File: config.mk
export PLATFORM = sky130hd
export DESIGN_NAME = host_pio_rd
export DESIGN_NICKNAME = d
export VERILOG_FILES = /design/src/rtl/host_pio_pkg.sv /design/src/rtl/pio_strobe_sync.sv /design/src/rtl/pio_cycle_ctl.sv /design/src/rtl/pio_read_mux.sv /design/src/rtl/host_pio_rd.sv
export SDC_FILE = /design/constraint.sdc
export NUM_CORES = 1
export LEC_CHECK = 0
export ABC_AREA = 0
export CAP_MARGIN = 40
export CORE_MARGIN = 5
export CORE_UTILIZATION = 30
export CTS_CLUSTER_SIZE = 30
export DETAILED_ROUTE_END_ITERATION = 8
export PLACE_DENSITY = 0.75
export SYNTH_ARGS = -nofsm -noshare
export SYNTH_HDL_FRONTEND = slang
export SYNTH_SLANG_ARGS = --single-unit
File: constraint.sdc
create_clock -name clk_i -period 2.12 [get_ports clk_i]
set_input_delay 0.424 -clock clk_i [delete_from_list [all_inputs] [get_ports clk_i]]
set_output_delay 0.424 -clock clk_i [all_outputs]
set_load 0.02 [all_outputs]
File: src/rtl/host_pio_pkg.sv
package host_pio_pkg;
  typedef enum logic [1:0] {
    TGT_NONE = 2'd0,
    TGT_FIFO = 2'd1,
    TGT_STAT = 2'd2,
    TGT_REG  = 2'd3
  } rd_tgt_e;

  localparam int WIN_FIFO_LO = 0;
  localparam int WIN_FIFO_HI = 1;
  localparam int WIN_STAT    = 2;
  localparam int REG_BASE    = 4;
  localparam int STAT_UNDR_BIT  = 0;
  localparam int STAT_EMPTY_BIT = 1;
endpackage

File: src/rtl/pio_strobe_sync.sv
module pio_strobe_sync #(
  parameter int STAGES = 2,
  parameter int NBITS  = 2
) (
  input  logic             clk_i,
  input  logic             rst_ni,
  input  logic [NBITS-1:0] strb_ni,
  output logic [NBITS-1:0] strb_no
);
  for (genvar b = 0; b < NBITS; b++) begin : g_bit
    logic [STAGES-1:0] sh_q;
    always_ff @(posedge clk_i or negedge rst_ni) begin
      if (!rst_ni) sh_q <= '1;
      else         sh_q <= {sh_q[STAGES-2:0], strb_ni[b]};
    end
    assign strb_no[b] = sh_q[STAGES-1];
  end
endmodule

File: src/rtl/pio_cycle_ctl.sv
module pio_cycle_ctl (
  input  logic clk_i,
  input  logic rst_ni,
  input  logic cs_sn_i,
  input  logic rd_sn_i,
  output logic start_o,
  output logic end_o,
  output logic active_o
);
  logic act;
  logic act_q;

  assign act = ~cs_sn_i & ~rd_sn_i;

  always_ff @(posedge clk_i or negedge rst_ni) begin
    if (!rst_ni) act_q <= 1'b0;
    else         act_q <= act;
  end

  assign start_o  = act & ~act_q;
  assign end_o    = ~act & act_q;
  assign active_o = act_q;
endmodule

File: src/rtl/pio_read_mux.sv
module pio_read_mux
  import host_pio_pkg::*;
#(
  parameter int AW       = 8,
  parameter int DW       = 16,
  parameter int NUM_REGS = 4
) (
  input  logic [AW-1:0]          addr_i,
  input  logic                   fifo_sel_i,
  input  logic [NUM_REGS*DW-1:0] reg_words_i,
  input  logic [DW-1:0]          fifo_data_i,
  input  logic                   fifo_empty_i,
  input  logic                   underrun_i,
  output logic [DW-1:0]          rdata_o,
  output rd_tgt_e                tgt_o
);
  localparam int IW = AW - 1;

  logic [IW-1:0] idx;

  // alias mode keeps only the two low word bits
  assign idx = fifo_sel_i ? IW'(addr_i[2:1]) : addr_i[AW-1:1];

  always_comb begin
    rdata_o = '0;
    tgt_o   = TGT_NONE;
    if (idx == IW'(WIN_FIFO_LO) || idx == IW'(WIN_FIFO_HI)) begin
      tgt_o   = TGT_FIFO;
      rdata_o = fifo_empty_i ? '0 : fifo_data_i;
    end else if (idx == IW'(WIN_STAT)) begin
      tgt_o                   = TGT_STAT;
      rdata_o[STAT_UNDR_BIT]  = underrun_i;
      rdata_o[STAT_EMPTY_BIT] = fifo_empty_i;
    end else begin
      for (int k = 0; k < NUM_REGS; k++) begin
        if (idx == IW'(REG_BASE + k)) begin
          tgt_o   = TGT_REG;
          rdata_o = reg_words_i[k*DW +: DW];
        end
      end
    end
  end
endmodule

File: src/rtl/host_pio_rd.sv
module host_pio_rd
  import host_pio_pkg::*;
#(
  parameter int AW          = 8,
  parameter int DW          = 16,
  parameter int NUM_REGS    = 4,
  parameter int SYNC_STAGES = 2
) (
  input  logic                   clk_i,
  input  logic                   rst_ni,
  input  logic                   cs_ni,
  input  logic                   rd_ni,
  input  logic [AW-1:0]          addr_i,
  input  logic                   fifo_sel_i,
  input  logic [NUM_REGS*DW-1:0] reg_words_i,
  input  logic [DW-1:0]          fifo_data_i,
  input  logic                   fifo_empty_i,
  output logic                   fifo_pop_o,
  output logic [DW-1:0]          data_o,
  output logic                   data_oe_o
);
  logic [1:0] strb_s;
  logic       cyc_start, cyc_end, cyc_active;
  logic [DW-1:0] rdata;
  rd_tgt_e    tgt;

  logic [DW-1:0] data_q;
  logic       pop_pend_q, stat_rd_q, underrun_q, pop_q;

  pio_strobe_sync #(.STAGES(SYNC_STAGES), .NBITS(2)) u_sync (
    .clk_i   (clk_i),
    .rst_ni  (rst_ni),
    .strb_ni ({rd_ni, cs_ni}),
    .strb_no (strb_s)
  );

  pio_cycle_ctl u_ctl (
    .clk_i    (clk_i),
    .rst_ni   (rst_ni),
    .cs_sn_i  (strb_s[0]),
    .rd_sn_i  (strb_s[1]),
    .start_o  (cyc_start),
    .end_o    (cyc_end),
    .active_o (cyc_active)
  );

  pio_read_mux #(.AW(AW), .DW(DW), .NUM_REGS(NUM_REGS)) u_mux (
    .addr_i       (addr_i),
    .fifo_sel_i   (fifo_sel_i),
    .reg_words_i  (reg_words_i),
    .fifo_data_i  (fifo_data_i),
    .fifo_empty_i (fifo_empty_i),
    .underrun_i   (underrun_q),
    .rdata_o      (rdata),
    .tgt_o        (tgt)
  );

  always_ff @(posedge clk_i or negedge rst_ni) begin
    if (!rst_ni) begin
      data_q     <= '0;
      pop_pend_q <= 1'b0;
      stat_rd_q  <= 1'b0;
      underrun_q <= 1'b0;
      pop_q      <= 1'b0;
    end else begin
      pop_q <= 1'b0;
      if (cyc_start) begin
        data_q     <= rdata;
        pop_pend_q <= (tgt == TGT_FIFO) && !fifo_empty_i;
        stat_rd_q  <= (tgt == TGT_STAT);
        if (tgt == TGT_FIFO && fifo_empty_i) underrun_q <= 1'b1;
      end else if (cyc_end) begin
        pop_q      <= pop_pend_q;
        pop_pend_q <= 1'b0;
        stat_rd_q  <= 1'b0;
        if (stat_rd_q) underrun_q <= 1'b0;
      end
    end
  end

  assign data_o     = data_q;
  assign data_oe_o  = cyc_active;
  assign fifo_pop_o = pop_q;
endmodule

=== Word level (Yosys, flattened, before mapping) ===
Index checks and enable logic that the tools add are counted.

* Flip-flop bits (word level): 25
* Output and inout bits: 18

* Equality and inequality tests: 9
* Muxes and demuxes: 24
* Bitwise gates (word level): 7
* Reduce and logical (&&, ||, !) cells: 8

{| class="wikitable"
|+ Operators with widths
! cell !! number
|-
| 2-to-1 mux 16 bit || 6
|-
| equality test 7 x 3 -> 1 bit (second input constant) || 4
|-
| 2-to-1 mux 14 bit || 1
|-
| 2-to-1 mux 2 bit || 7
|-
| 2-to-1 mux 1 bit || 9
|-
| equality test 7 x 1 -> 1 bit (second input constant) || 1
|-
| equality test 7 x 2 -> 1 bit (second input constant) || 1
|-
| logical NOT 7 bit || 1
|-
| 2-to-1 mux 7 bit || 1
|-
| NOT 1 bit || 4
|-
| nonzero test 2 bit || 2
|-
| AND 1 bit || 3
|-
| AND reduction 3 bit || 1
|-
| equality test 2 x 1 -> 1 bit (second input constant) || 1
|-
| equality test 2 bit (second input constant) || 1
|-
| logical AND 1 bit || 2
|-
| != test 2 x 1 -> 1 bit (second input constant) || 1
|-
| logical NOT 1 bit || 1
|-
| logical OR 1 bit || 1
|}

=== Depth between registers and ports, before layout ===
* Depth after elaboration: 12
* Mapped depth: 8
* Mapped depth without buffers: 6

=== By module ===
From an unflattened synthesis, not the netlist that was laid out.

* Cell total of the unflattened synthesis: 146
* Area total of the unflattened synthesis: 1754.2 um^2

{| class="wikitable"
|+ By module, submodules not included
! module !! instances !! cells each !! area an instance (um^2)
|-
| host_pio_rd || 1 || 47 || 828.3
|-
| pio_read_mux || 1 || 89 || 759.5
|-
| pio_strobe_sync || 1 || 6 || 120.1
|-
| pio_cycle_ctl || 1 || 4 || 46.3
|}

=== Worst setup path after synthesis ===
OpenSTA, ideal clock, no wires.

* Path type: register -> register
* Start: register u_sync.g_bit[1].sh_q[1]
* End: register data_q[10], in the netlist data_o[10]
* Library setup time: 0.064 ns
* Data arrival time: 1.920 ns
* Data required time: 2.056 ns
* Slack: 0.136 ns
* Stages on the path, launching flop included: 8
* Cell sequence: dfstp_2 or2_2 inv_1 ha_1 or2b_2 o41ai_4 buf_6 a221o_2

* Word-level cells in the longest chain between the ends: 3

{| class="wikitable"
|+ Ends and longest elaborated chain
! what !! RTL line !! source
|-
| start: declaration || pio_strobe_sync.sv:11 || <nowiki>logic [STAGES-1:0] sh_q;</nowiki>
|-
| start signal: assignment || pio_strobe_sync.sv:14 || <nowiki>else sh_q <= {sh_q[STAGES-2:0], strb_ni[b]};</nowiki>
|-
| NOT 1 bit || pio_cycle_ctl.sv:13 || <nowiki>assign act = ~cs_sn_i & ~rd_sn_i;</nowiki>
|-
| AND 1 bit || pio_cycle_ctl.sv:13 ||
|-
| net u_ctl.act || pio_cycle_ctl.sv:10 || <nowiki>logic act;</nowiki>
|-
| AND 1 bit || pio_cycle_ctl.sv:20 || <nowiki>assign start_o = act & ~act_q;</nowiki>
|-
| net cyc_start || host_pio_rd.sv:23 || <nowiki>logic cyc_start, cyc_end, cyc_active;</nowiki>
|-
| end signal: assignment || host_pio_rd.sv:68 || <nowiki>data_q <= rdata;</nowiki>
|-
| end: declaration || host_pio_rd.sv:27 || <nowiki>logic [DW-1:0] data_q;</nowiki>
|}

The timed path passes the listed nets, and every way through them passes these cells.
A chain may end at the register's enable or synchronous reset.

=== Worst setup path after layout ===
* Start: register u_sync.g_bit[1].sh_q[1]
* End: register data_q[11], in the netlist data_o[11]

Same word-level chain as after synthesis.

==> impl_metrics.py <==
metrics = {
    "run_status": {
        "status": "finished clean",
    },
    "worst_hold_path": {
        "min_path_type": "flip-flop to flip-flop",
    },
    "setup_path": {
        "worst-path-max-fanout": 7,
        "critPathKind": "flip-flop to flip-flop",
        "end_kind": "flip-flop",
        "required_ps": 2330,
        "cp_slowest_cell": "dfstp_2",
        "crit_path_start_kind": "flip-flop",
        "crit_path_max_incr_delay_ps": 370,
        "crit_chain": "or2_2, inv_1, ha_4, or2b_4, o41ai_4, buf_4, a221o_2",
        "worstPathArrival_ps": 2220,
    },
    "global_route": {
        "antenna_found_initial": 0,
        "grt_max_degree": 26,
        "grt_pass1_vias": 1607,
        "grt_pass1_wl_um": 7596,
        "grt_usage_pct": 14.78,
        "grt-ovfl-total": 0,
    },
    "final_layout": {
        "layout.nets": 324,
        "n_antenna_cell": 0,
        "regArea_um2": 630.6,
        "drive_gt1_share_pct": 26.43,
        "num-fill-cells": 459,
        "areaGrowthSynthToFinish_pct": 82.26,
        "multiInputGateArea_um2": 883.3,
    },
    "yosys": {
        "syn_avg_cell_area_um2": 14.77,
        "yosysTopAreaCell": "dfrtp_1",
        "synth_top_cell_area_share_pct": 33.25,
        "syn_area_mm2": 0.001580,
        "synth_cells": 107,
        "ys_warn_count": 0,
        "synth_cell_types": 27,
        "syn-num-nets": 203,
        "synthTopCellsByArea": "dfrtp_1, mux4_2, a221o_2, dfstp_2, and2b_1",
        "ys_seq_area_share_pct": 39.90,
        "yosys_register_bits": 25,
    },
    "pwr": {
        "p_leak_nw": 1.200,
        "peakVddDrop_mv": 0.2960,
        "power_density_mw_per_mm2": 434.9,
        "power_mw": 1.253,
    },
    "placement": {
        "dp_hpwl_um": 4330,
        "io_buffers": 110,
        "gp_congestion": 0.7451,
        "post-place-ws_ps": -61.44,
    },
    "job": {
        "drv_cap": 0,
    },
    "timing": {
        "slew_headroom_pct": 78.38,
        "rsz0062_at_grt": "no",
        "finalCriticalPeriod_ps": 2010,
        "setup_viol_count_final": 0,
        "worst_slack_ps": 110.3,
        "post-route-period-util_pct": 94.80,
        "slew_violations": 0,
        "worst_pin_slew_ps": 324.3,
        "fin_skew_ps": 10.14,
        "fmax_ghz": 0.4976,
        "finalHoldViolCount": 0,
    },
    "clocking": {
        "numCtsBuffers": 3,
        "cts-root-buf": "clkbuf_8",
        "cts_num_sinks": 25,
        "htree_levels": 1,
        "clkLatencyLatePin_ps": 270,
        "holdBufCountCts": 0,
        "path_clk_slew_ps": 100,
        "cts_tree": "yes",
        "cts_buffer_depth": 2,
    },
    "routing": {
        "first_pass_iters": 4,
        "num_vias": 1441,
        "route.met2.wl_um": 2830,
        "met3_length_um": 431,
        "viasPerCell": 4.852,
        "wire_per_inst_um": 17.57,
        "drtIter0Drc": 35,
        "wl_met1_um": 1922,
        "dr.max_layer_used": "met4",
        "drc": 0,
        "ant_nets": 0,
        "wl_um": 5219,
    },
    "die": {
        "core_mm2": 0.005107,
        "die_w_um": 82.58,
        "die_h_um": 82.58,
        "io_pins": 112,
        "num_rows": 26,
        "initial_core_util_pct": 30.94,
        "die_area_mm2": 0.006819,
    },
}
-- layout by cell type (no fill, tap or decap), drive strengths merged --
cell             n
ha               2
or2b             1
a221o           16
dfrtp           21
dfstp            4
clkinvlp         1
and2b            9
or4b             1
clkbuf           3
a22o             3
inv              2
buf             14
nor2             3
clkdlybuf4s50  110
nor3             1
a32o             1
or2              1
mux4            16
and3b            1
mux2             1
or4bb            1
o21ai            1
nor2b           10
or4              1
nand2            2
o41ai            1
-- final timing paths --
check / startpoint / endpoint / slack [ps] / depth (start not counted)
max: u_sync.g_bit[1].sh_q[1] / data_o[11] / 110 / 7
min: u_sync.g_bit[1].sh_q[0] / u_sync.g_bit[1].sh_q[1] / 360 / 0
max reg2reg: u_sync.g_bit[1].sh_q[1] / data_o[11] / 110 / 7
min reg2reg: u_sync.g_bit[1].sh_q[0] / u_sync.g_bit[1].sh_q[1] / 360 / 0
max in group asynchronous: rst_ni / u_sync.g_bit[1].sh_q[0] / 1320 / 2
min in group asynchronous: rst_ni / stat_rd_q / 510 / 2
-- per-stage QoR --
stage	cells	util (%)	TNS (ps)	cell area, um2	hold WS [ps]
finish	297	56.39	0	2880	361.4
global route	297	56.39	0	2880	366.0
CTS	297	56.20	0	2870	362.6
detailed placement	293	55.02	-591.8	2810	348.1
global placement	293	55.02	-128.6	2810	346.5
floorplan	107	-	0	1580	128.4
-- worst max-delay path: cells and delay by family, from the launching register on --
family / cells / cell delay [ps]
buffers and inverters: 2 / 330
DFF: 1 / 370
adders and majority gates: 1 / 170
and+or+nand+nor: 2 / 600
AOI/OAI and AO/OA: 2 / 480
-- flip-flops by register name (all words and copies together), names as in the netlist --
signal / count
u_ctl.active_o: 1
data_o: 16
u_sync.g_bit.sh_q: 4
fifo_pop_o: 1
pop_pend_q: 1
underrun_q: 1
stat_rd_q: 1
-- repair_timing --
item / 4_1_cts / 5_1_grt
setup buffers: 0 / 0
gates resized for setup: 4 / 1
endpoints found under the setup margin: 15 / 5
hold endpoints to repair: 0 / 0
-- cell usage after synthesis --
cell type and n:
and3b_1 1, a221o_1 2, clkbuf_8 2, nor2b_1 10, a22o_1 3, o21ai_0 1, a32o_1 1, or2_2 1
and2b_1 9, or4_4 1, or2b_2 1, a221o_2 14, nor3_4 1, inv_1 2, mux2_2 1, or4b_1 1
nor2_1 3, or4bb_2 1, ha_1 2, dfstp_2 4, dfrtp_1 21, buf_4 1, buf_6 3, nand2_1 2
clkbuf_1 2, mux4_2 16, o41ai_4 1
-- metal layers --
metal | GRT usage, % | vias up
met5 | 0 | -
met4 | 1.961 | 0
met3 | 3.905 | 2
met2 | 27.56 | 55
met1 | 17.28 | 712
li1 | - | 672
-- cell type report --
class / count / area share, %
well taps: 70 / 3.041
clock buffers: 3 / 1.434
multi-input cells: 72 / 30.67
inverters: 2 / 0.2606
repair buffers: 124 / 42.44
flip-flops and latches: 25 / 21.89
clock inverters: 1 / 0.2606
-- logic make-up after synthesis --
family | Yosys count | synth area share [%]
flops | 25 | 39.90
compound gates | 22 | 15.60
buf+inv | 10 | 5.305
simple gates | 31 | 14.09
mux | 17 | 23.52
fa+ha+maj | 2 | 1.583
-- power breakdown --
part | switching (mW) | leakage, nW | total, mW | internal (mW)
Sequential | 0.0161 | 0.328 | 0.528 | 0.512
Combinational | 0.136 | 0.851 | 0.430 | 0.294
Clock | 0.162 | 0.0217 | 0.295 | 0.133
Total | 0.314 | 1.20 | 1.25 | 0.939
(Power assumes the default switching activity.)
